### src/rtl/acq_seq_pkg.sv
package acq_seq_pkg;
  localparam int N_STOP = 3;

  typedef enum logic [2:0] {
    ST_IDLE  = 3'd0,
    ST_PWR_A = 3'd1,
    ST_PWR_D = 3'd2,
    ST_BCR   = 3'd3,
    ST_ARM   = 3'd4,
    ST_ACQ   = 3'd5,
    ST_STOP  = 3'd6
  } seq_state_e;

  typedef enum logic [2:0] {
    RSN_NONE     = 3'd0,
    RSN_NOCFG    = 3'd1,
    RSN_OVERTEMP = 3'd2,
    RSN_PWRFAIL  = 3'd3,
    RSN_MEMFULL  = 3'd4,
    RSN_SAT      = 3'd5,
    RSN_EXTSTOP  = 3'd6
  } seq_reason_e;
endpackage

### src/rtl/acq_settle_timer.sv
module acq_settle_timer #(
  parameter int CNT_W      = 8,
  parameter int SETTLE_DEF = 16
) (
  input  logic             clk,
  input  logic             rst_n,
  input  logic             clr,
  input  logic             run,
  input  logic [CNT_W-1:0] settle_cfg,
  output logic             done
);
  localparam logic [CNT_W-1:0] DEF_LIMIT = CNT_W'(SETTLE_DEF);

  logic [CNT_W-1:0] cnt_q;
  logic [CNT_W-1:0] cnt_d;
  logic [CNT_W-1:0] limit;
  logic             cnt_en;

  assign limit = (settle_cfg == '0) ? DEF_LIMIT : settle_cfg;
  assign done  = run && (cnt_q >= (limit - 1'b1));

  always_comb begin
    cnt_en = 1'b0;
    cnt_d  = cnt_q;
    if (clr) begin
      cnt_en = 1'b1;
      cnt_d  = '0;
    end else if (run && !done) begin
      cnt_en = 1'b1;
      cnt_d  = cnt_q + 1'b1;
    end
  end

  always_ff @(posedge clk or negedge rst_n) begin
    if (!rst_n)      cnt_q <= '0;
    else if (cnt_en) cnt_q <= cnt_d;
  end

  AST_TMR_STEP: assert property (@(posedge clk) disable iff (!rst_n)
    (run && !clr && !done) |=> (cnt_q == ($past(cnt_q) + 1'b1)));
endmodule

### src/rtl/acq_stop_arbiter.sv
module acq_stop_arbiter #(
  parameter int N_SRC = 3
) (
  input  logic             clk,
  input  logic             rst_n,
  input  logic             active,
  input  logic [N_SRC-1:0] src,
  output logic [N_SRC-1:0] grant,
  output logic             hit
);
  always_comb begin
    logic seen;
    seen = 1'b0;
    for (int i = 0; i < N_SRC; i++) begin
      grant[i] = active && src[i] && !seen;
      seen     = seen || src[i];
    end
  end

  assign hit = active && (|src);

  AST_STOP_ONEHOT: assert property (@(posedge clk) disable iff (!rst_n)
    $onehot0(grant));
  AST_STOP_GRANTED: assert property (@(posedge clk) disable iff (!rst_n)
    hit |-> (grant != '0));
endmodule

### src/rtl/acq_seq_fsm.sv
module acq_seq_fsm
  import acq_seq_pkg::*;
(
  input  logic              clk,
  input  logic              rst_n,
  input  logic              start_cmd,
  input  logic              sync_strobe,
  input  logic              cfg_done,
  input  logic              err_t,
  input  logic              err_p,
  input  logic              auto_ro,
  input  logic              tmr_done,
  input  logic              stop_hit,
  input  logic [N_STOP-1:0] stop_grant,
  output seq_state_e        state_q,
  output seq_reason_e       reason_q,
  output logic              ro_q,
  output logic              tmr_clr,
  output logic              tmr_run
);
  seq_state_e  state_d;
  seq_reason_e reason_d;
  logic        reason_en;
  logic        ro_d;
  logic        pwr_phase;

  assign pwr_phase = (state_q == ST_PWR_A) || (state_q == ST_PWR_D) ||
                     (state_q == ST_BCR)   || (state_q == ST_ARM);

  always_comb begin
    state_d  = state_q;
    reason_d = reason_q;
    case (state_q)
      ST_IDLE: begin
        if (start_cmd) begin
          if (!cfg_done)  reason_d = RSN_NOCFG;
          else if (err_t) reason_d = RSN_OVERTEMP;
          else if (err_p) reason_d = RSN_PWRFAIL;
          else begin
            state_d  = ST_PWR_A;
            reason_d = RSN_NONE;
          end
        end
      end
      ST_PWR_A, ST_PWR_D, ST_BCR, ST_ARM: begin
        if (err_t) begin
          state_d  = ST_IDLE;
          reason_d = RSN_OVERTEMP;
        end else if (err_p) begin
          state_d  = ST_IDLE;
          reason_d = RSN_PWRFAIL;
        end else begin
          case (state_q)
            ST_PWR_A: if (tmr_done)    state_d = ST_PWR_D;
            ST_PWR_D: if (tmr_done)    state_d = ST_BCR;
            ST_BCR:                    state_d = ST_ARM;
            default:  if (sync_strobe) state_d = ST_ACQ;
          endcase
        end
      end
      ST_ACQ: begin
        if (stop_hit) begin
          state_d = ST_STOP;
          if (stop_grant[0])      reason_d = RSN_MEMFULL;
          else if (stop_grant[1]) reason_d = RSN_SAT;
          else                    reason_d = RSN_EXTSTOP;
        end
      end
      default: state_d = ST_IDLE;
    endcase
  end

  assign reason_en = (reason_d != reason_q);
  assign ro_d      = (state_q == ST_ACQ) && stop_hit && auto_ro;
  assign tmr_clr   = (state_d != state_q);
  assign tmr_run   = (state_q == ST_PWR_A) || (state_q == ST_PWR_D);

  always_ff @(posedge clk or negedge rst_n) begin
    if (!rst_n) begin
      state_q  <= ST_IDLE;
      reason_q <= RSN_NONE;
      ro_q     <= 1'b0;
    end else begin
      state_q <= state_d;
      ro_q    <= ro_d;
      if (reason_en) reason_q <= reason_d;
    end
  end

  AST_ABORT_TO_IDLE: assert property (@(posedge clk) disable iff (!rst_n)
    (pwr_phase && (err_t || err_p)) |=> (state_q == ST_IDLE));
  AST_BUSY_START_IGNORED: assert property (@(posedge clk) disable iff (!rst_n)
    (state_q == ST_PWR_A && start_cmd && !err_t && !err_p && !tmr_done)
      |=> (state_q == ST_PWR_A));
endmodule

### src/rtl/acq_sequencer.sv
module acq_sequencer
  import acq_seq_pkg::*;
#(
  parameter int CNT_W      = 8,
  parameter int SETTLE_DEF = 16
) (
  input  logic             clk,
  input  logic             rst_n,
  input  logic             start_cmd,
  input  logic             stop_cmd,
  input  logic             sync_strobe,
  input  logic             cfg_done,
  input  logic             err_overtemp,
  input  logic             err_pwrfail,
  input  logic             mem_full,
  input  logic             mem_sat,
  input  logic             veto_in,
  input  logic             valid_in,
  input  logic             auto_readout,
  input  logic [CNT_W-1:0] settle_cycles,
  output logic             pwr_analog_en,
  output logic             pwr_digital_en,
  output logic             bunch_rst,
  output logic             acq_en,
  output logic             veto_out,
  output logic             valid_out,
  output logic             readout_req,
  output logic [2:0]       state_out,
  output logic [2:0]       reason_out
);
  logic [1:0]        rst_pipe;
  logic              rst_sn;
  seq_state_e        state_q;
  seq_reason_e       reason_q;
  logic              ro_q;
  logic              tmr_clr;
  logic              tmr_run;
  logic              tmr_done;
  logic              stop_hit;
  logic [N_STOP-1:0] stop_src;
  logic [N_STOP-1:0] stop_grant;

  always_ff @(posedge clk or negedge rst_n) begin
    if (!rst_n) rst_pipe <= '0;
    else        rst_pipe <= {rst_pipe[0], 1'b1};
  end
  assign rst_sn = rst_pipe[1];

  assign stop_src = {stop_cmd, mem_sat, mem_full};

  acq_seq_fsm u_fsm (
    .clk        (clk),
    .rst_n      (rst_sn),
    .start_cmd  (start_cmd),
    .sync_strobe(sync_strobe),
    .cfg_done   (cfg_done),
    .err_t      (err_overtemp),
    .err_p      (err_pwrfail),
    .auto_ro    (auto_readout),
    .tmr_done   (tmr_done),
    .stop_hit   (stop_hit),
    .stop_grant (stop_grant),
    .state_q    (state_q),
    .reason_q   (reason_q),
    .ro_q       (ro_q),
    .tmr_clr    (tmr_clr),
    .tmr_run    (tmr_run)
  );

  acq_settle_timer #(.CNT_W(CNT_W), .SETTLE_DEF(SETTLE_DEF)) u_timer (
    .clk       (clk),
    .rst_n     (rst_sn),
    .clr       (tmr_clr),
    .run       (tmr_run),
    .settle_cfg(settle_cycles),
    .done      (tmr_done)
  );

  acq_stop_arbiter #(.N_SRC(N_STOP)) u_stop (
    .clk   (clk),
    .rst_n (rst_sn),
    .active(state_q == ST_ACQ),
    .src   (stop_src),
    .grant (stop_grant),
    .hit   (stop_hit)
  );

  assign pwr_analog_en  = (state_q == ST_PWR_A) || (state_q == ST_PWR_D) ||
                          (state_q == ST_BCR)   || (state_q == ST_ARM)   ||
                          (state_q == ST_ACQ);
  assign pwr_digital_en = (state_q == ST_PWR_D) || (state_q == ST_BCR) ||
                          (state_q == ST_ARM)   || (state_q == ST_ACQ);
  assign bunch_rst      = (state_q == ST_BCR);
  assign acq_en         = (state_q == ST_ACQ);
  assign veto_out       = acq_en && veto_in;
  assign valid_out      = acq_en && valid_in;
  assign readout_req    = (state_q == ST_STOP) && ro_q;
  assign state_out      = state_q;
  assign reason_out     = reason_q;

  AST_ANALOG_FIRST: assert property (@(posedge clk) disable iff (!rst_sn)
    $rose(pwr_digital_en) |-> $past(pwr_analog_en));
  AST_BCR_ONE_CYCLE: assert property (@(posedge clk) disable iff (!rst_sn)
    bunch_rst |=> !bunch_rst);
  AST_SYNC_ALIGNED: assert property (@(posedge clk) disable iff (!rst_sn)
    $rose(acq_en) |-> $past(sync_strobe));
  AST_RO_AFTER_ACQ: assert property (@(posedge clk) disable iff (!rst_sn)
    readout_req |-> $past(acq_en));
  AST_STOP_ENDS_ACQ: assert property (@(posedge clk) disable iff (!rst_sn)
    (acq_en && (mem_full || mem_sat || stop_cmd)) |=> !acq_en);
endmodule

### config.mk
export PLATFORM = sky130hd
export DESIGN_NAME = acq_sequencer
export DESIGN_NICKNAME = d
export VERILOG_FILES = /design/src/rtl/acq_seq_pkg.sv /design/src/rtl/acq_settle_timer.sv /design/src/rtl/acq_stop_arbiter.sv /design/src/rtl/acq_seq_fsm.sv /design/src/rtl/acq_sequencer.sv
export SDC_FILE = /design/constraint.sdc
export NUM_CORES = 1
export LEC_CHECK = 0
export ABC_AREA = 0
export BUFFER_PORTS_ARGS = -buffer_cell sky130_fd_sc_hd__buf_2
export CORE_ASPECT_RATIO = 0.75
export CORE_MARGIN = 2
export CORE_UTILIZATION = 53
export CTS_CLUSTER_DIAMETER = 30
export DETAILED_ROUTE_END_ITERATION = 8
export PLACE_DENSITY = 0.79
export SLEW_MARGIN = 10
export SYNTH_ARGS = -nofsm -noshare
export SYNTH_HDL_FRONTEND = slang
export SYNTH_SLANG_ARGS = --single-unit
### constraint.sdc
create_clock -name clk -period 4.9 [get_ports clk]
set_input_delay 0.735 -clock clk [delete_from_list [all_inputs] [get_ports clk]]
set_output_delay 0.735 -clock clk [all_outputs]
set_load 0.02 [all_outputs]
==> flow_summary.json, run 1 <==
{
  "arrival_ns": 3.62,
  "vias": 1573,
  "yosysTopAreaCellShare_pct": 28.7,
  "gr-total-overflow": 0,
  "wirelength_mm": 3.99,
  "reg2reg_depth": 6,
  "start_kind": "input port",
  "cts_max_level": 1,
  "ctsHoldBuffers": 0,
  "finalWeightedCongestion": 0.920,
  "finalSetupViolCount": 0,
  "synth_ff_type": "dfrtp_1",
  "clock_sinks": 17,
  "grt_max_degree": 33,
  "drc": 0,
  "antenna_found_initial": 0,
  "ir_worst_vdd_v": 0.000203,
  "avgSynthCellArea_um2": 8.11,
  "numCtsBuffers": 3,
  "post_cts_buffers": 0,
  "grt_setup_unrepaired": "false",
  "place_area_mm2": 0.00165,
  "fin_util_pct": 64.3,
  "dpl.hpwl_mm": 2.97,
  "die_w_um": 65.1,
  "cts_root_buffer": "clkbuf_8",
  "status": "complete, no violations",
  "critPathKind": "input port to register",
  "clk_pin_slew_ns": 0.07,
  "slew_headroom_pct": 21.1,
  "fin_tns_setup_ns": 0,
  "rr_endpoint": "u_timer.cnt_q[0]",
  "dr.pass1.iters": 5,
  "path_max_fanout": 16,
  "synth_edf_count": 0,
  "yosys.area_share.adder_pct": 8.43,
  "fin_worst_skew_ns": 0.00200,
  "cap_violations": 0,
  "fin_hold_ws_ns": 0.239,
  "reg2reg_from": "u_timer.cnt_q[1]",
  "worst_hold_path_type": "input port to asynchronous set/reset pin",
  "finalHoldViolations": 0,
  "total_power_uw": 361,
  "avgRoutedWirePerCell_um": 16.2,
  "start_util_pct": 56.2,
  "ys_top_cells_by_area": "dfrtp_1 (29%), ha_1 (8.4%), a21oi_1 (5.4%)",
  "ioPinCount": 34,
  "die_h_um": 49.8,
  "ant_nets": 0,
  "via_per_inst": 6.37,
  "period_minus_slack_ns": 3.46,
  "nNetsFinal": 243,
  "async_flop_share_pct": 100,
  "ys_types": 48,
  "area_growth_pct": 14.5,
  "yosys_warnings": 0,
  "clockBufferDepth": 2,
  "slew_violations": 0,
  "setup_ws_ns": 1.44,
  "post-route-period-util_pct": 70.5,
  "grt_usage_pct": 26.8,
  "clock_latency_ns": 0.26,
  "finalNonFillerCells": 247,
  "grt_pass1_vias": 1494,
  "rows": 16,
  "n_antenna_cell": 0,
  "post_cts_resized": 0,
  "syn-num-nets": 214,
  "io_buffers": 33,
  "regToRegSetupSlack_ns": 2.26,
  "tightestPinTransition_ns": 1.18,
  "drt_iter0_markers": 189,
  "pre_cts_ws_ns": 1.24,
  "post_synth_and_or_nand_nor_area_fraction_pct": 28.8,
  "synth_xor_area_share_pct": 1.77,
  "yosys-top-cells-count": "dfrtp_1 (17), nand2_1 (17), a21oi_1 (16), ha_1 (10), nor3_1 (10)",
  "drive_gt1_share_pct": 20.4,
  "die-area_mm2": 0.00324,
  "dp_cells": 243,
  "p_leak_nw": 0.801,
  "max_freq_mhz": 289,
  "cts_tree": "built",
  "pwr_density_cell_mw_per_mm2": 212,
  "endpoint_kind": "register",
  "syn_inst": 183,
  "fillers": 234,
  "synth_area_mm2": 0.00148,
  "synth-seq-area-share_pct": 28.7,
  "core_mm2": 0.00264,
  "grt_pass1_wl_mm": 6.72,
  "synth_top_family_by_area": "simple AND/OR/NAND/NOR gates",
  "worstPathRequired_ns": 5.06,
  "final_design_area_no_fill_mm2": 0.00170,
  "yosys.area.top_type": "dfrtp_1",
  "synth_compound_area_share_pct": 26.9,
  "synthMuxAreaShare_pct": 0.675,
  "ys_ff_latch": 17
}
[where the power goes]
part	switching (mW)	leakage, nW	internal, mW
registers	0.0167	0.227	0.150
logic	0.0487	0.548	0.0349
clock network	0.0534	0.0255	0.0567
total	0.119	0.801	0.242
[critical path, stage by stage]
cell	delay, ns
buf_2	0.12
nor4_1	0.39
nand2b_1	0.15
nor3_1	0.23
a21oi_1	0.07
ha_1	0.30
nand4_1	0.13
a31oi_1	0.88
o21ai_0	0.30
a211oi_1	0.30
[worst max path at each step]
stage	cells past startpoint	end	startpoint
floorplan	11	u_timer.cnt_q[7]	settle_cycles[0]
global placement	12	u_timer.cnt_q[7]	settle_cycles[0]
detailed placement	11	u_timer.cnt_q[7]	settle_cycles[2]
CTS	13	u_timer.cnt_q[7]	settle_cycles[0]
global route	10	u_fsm.state_q[0]	settle_cycles[2]
finish	10	u_timer.cnt_q[0]	settle_cycles[2]
[layer usage]
layer | routed length (um) | global-route usage [%] | part of all wire (%) | up-vias
met5 | 0 | 0 | 0 | -
met4 | 82 | 7.99 | 2.1 | 0
met3 | 238 | 6.39 | 6.0 | 15
met2 | 1840 | 43.1 | 46 | 78
met1 | 1830 | 35.9 | 46 | 719
li1 | - | - | - | 761
[flip-flops by register name (all words and copies together), names as in the netlist]
name,flops
u_fsm.ro_q,1
u_fsm.state_q,3
u_timer.cnt_q,8
u_fsm.reason_q,3
rst_pipe,2
[layout make-up]
| type | instances | area (um2) | area share (%) |
|---|---|---|---|
| clock buffer | 3 | 41.3 | 2.43 |
| clock inverter | 1 | 5.00 | 0.295 |
| multi-input combinational | 150 | 991 | 58.3 |
| tap | 36 | 45.0 | 2.65 |
| sequential | 17 | 425 | 25.0 |
| inverter | 7 | 26.3 | 1.55 |
| timing repair buffer | 33 | 165 | 9.72 |
[logic make-up after synthesis]
logic type	after synthesis
compound gates	60
flops	17
mux	1
simple gates	75
fa+ha+maj	10
buf+inv	16
xor+xnor	3
other cells	1
[cells in the final DEF, fill, tap and decap left out, types with 5 or more instances in the layout]
cell type and n:
buf_2 33, nand2_1 17, o31ai_1 7, nor2_1 9, nor3_1 10, ha_1 10
nor2b_1 5, or4_1 6, a21oi_1 16, inv_1 7, dfrtp_1 17, o21ai_0 8
nand3_1 6, a211oi_1 9
Note: power is estimated with default switching activity, not from simulation.
==> run 2: changes to the inputs <==
- clock period: 4.9 -> 3.4 ns (I/O delays scaled with it)
==> flow_summary.json, run 2 (same netlist as run 1, synthesis figures left out) <==
{
  "cp.buffers_inverters": 2,
  "avgRoutedWirePerCell_um": 15.6,
  "io_buffers": 33,
  "n_antenna_cell": 0,
  "grt_pass1_vias": 1444,
  "cts_tree": "built",
  "max_freq_mhz": 320,
  "final_cell_mix": "buf_2 (33), nand2_1 (17), dfrtp_1 (17)",
  "largest_register_ffs": 8,
  "path_max_fanout": 8,
  "fin_tns_setup_ns": 0,
  "dpl.hpwl_mm": 3.02,
  "numCtsBuffers": 3,
  "finalWeightedCongestion": 0.951,
  "final_common_cell": "buf_2",
  "path_cells": "buf_2 > inv_1 > ha_1 > nand2_1 > nor3_1 > nor3_1 > a21oi_1 > ha_1 > a21oi_1 > o21ai_1 > or3_1 > or4_1 > a211oi_1",
  "clockBufferDepth": 2,
  "post_cts_resized": 0,
  "post-route-period-util_pct": 92.0,
  "pre_cts_ws_ns": 0.0381,
  "place_area_mm2": 0.00168,
  "ctsHoldBuffers": 0,
  "wirelength_mm": 3.89,
  "arrival_ns": 3.28,
  "via_per_inst": 6.35,
  "start_kind": "input port",
  "gr-total-overflow": 0,
  "cts_root_buffer": "clkbuf_8",
  "finalSetupViolCount": 0,
  "area_growth_pct": 16.4,
  "ir_worst_vdd_v": 0.000217,
  "rows": 16,
  "die_h_um": 49.8,
  "post_cts_buffers": 0,
  "antenna_found_initial": 0,
  "drc": 0,
  "reg_top3": "u_timer.cnt_q x8, u_fsm.reason_q x3, u_fsm.state_q x3",
  "worstPathRequired_ns": 3.56,
  "endpoint_kind": "register",
  "grt_max_degree": 33,
  "period_minus_slack_ns": 3.13,
  "nNetsFinal": 246,
  "crit_family": "simple AND/OR/NAND/NOR gates",
  "cts_max_level": 1,
  "crit_path_top_delay_cell": "or4_1",
  "status": "complete, no violations",
  "slew_violations": 0,
  "pwr_density_cell_mw_per_mm2": 299,
  "drive_gt1_share_pct": 22.0,
  "critPathKind": "input port to register",
  "worst_hold_path_type": "input port to asynchronous set/reset pin",
  "clock_sinks": 17,
  "final_design_area_no_fill_mm2": 0.00173,
  "ioPinCount": 34,
  "dr.pass1.iters": 5,
  "drt_iter0_markers": 113,
  "cap_violations": 0,
  "ant_nets": 0,
  "start_util_pct": 56.2,
  "top_register": "u_timer.cnt_q",
  "setup_ws_ns": 0.273,
  "slew_headroom_pct": 42.1,
  "finalHoldViolations": 0,
  "fillers": 238,
  "grt_usage_pct": 25.6,
  "grt_pass1_wl_mm": 6.47,
  "clock_latency_ns": 0.25,
  "clk_pin_slew_ns": 0.07,
  "fin_worst_skew_ns": 0.00178,
  "vias": 1587,
  "p_leak_nw": 0.817,
  "core_mm2": 0.00264,
  "tightestPinTransition_ns": 0.869,
  "slowest_delay_ns": 0.50,
  "die-area_mm2": 0.00324,
  "grt_setup_unrepaired": "false",
  "die_w_um": 65.1
}
run 2: worst register-to-register path: cells and delay by family, from the launching register on:
kind | cells | cell delay, ns
flops | 1 | 0.47
fa+ha+maj | 1 | 0.33
compound gates | 3 | 0.84
simple gates | 2 | 0.73
run 2: area by class of cell:
class	count	area [um2]	share of cell area, %
clock buffers	3	41.3	2.39
clock inverters	1	5.00	0.290
inverters	7	26.3	1.52
multi-input cells	150	997	57.7
flip-flops and latches	17	425	24.6
well taps	36	45.0	2.61
repair buffers	36	188	10.9
run 2: report_power, final:
| part | switching (mW) | internal, mW | leakage, nW |
|---|---|---|---|
| Clock | 0.0726 | 0.0814 | 0.0255 |
| Sequential | 0.0241 | 0.216 | 0.227 |
| Combinational | 0.0704 | 0.0521 | 0.564 |
| Total | 0.167 | 0.350 | 0.817 |
run 2: worst paths after layout:
kind | startpoint | endpoint | slack [ns] | cells after the start
min reg2reg | rst_pipe[1] | u_timer.cnt_q[0] | 0.27 | 0
max reg2reg | u_timer.cnt_q[2] | u_timer.cnt_q[4] | 0.93 | 6
min in group clk | rst_pipe[0] | rst_pipe[1] | 0.36 | 0
max | settle_cycles[0] | u_timer.cnt_q[4] | 0.27 | 13
min | rst_n | rst_pipe[1] | 0.02 | 1
max in group asynchronous | rst_pipe[1] | u_fsm.reason_q[1] | 2.72 | 0
run 2: layer usage:
metal | vias up | part of all wire, % | GRT usage (%)
met1 | 746 | 44 | 35.4
met5 | - | 0 | 0
li1 | 766 | - | -
met3 | 4 | 7.6 | 6.62
met4 | 0 | 0.62 | 4.86
met2 | 71 | 48 | 40.7
run 2: stage by stage:
stage          hold slack [ns]  util (%)  power [mW]  cells
3_3_place_gp             0.266      63.4       0.353    246
2_1_floorplan            0.187         -       0.315    183
6_report                0.0244      65.4       0.517    250
4_1_cts                 0.0188      65.2       0.517    250
5_1_grt                 0.0105      65.4       0.546    250
3_5_place_dp             0.285      63.4       0.363    246
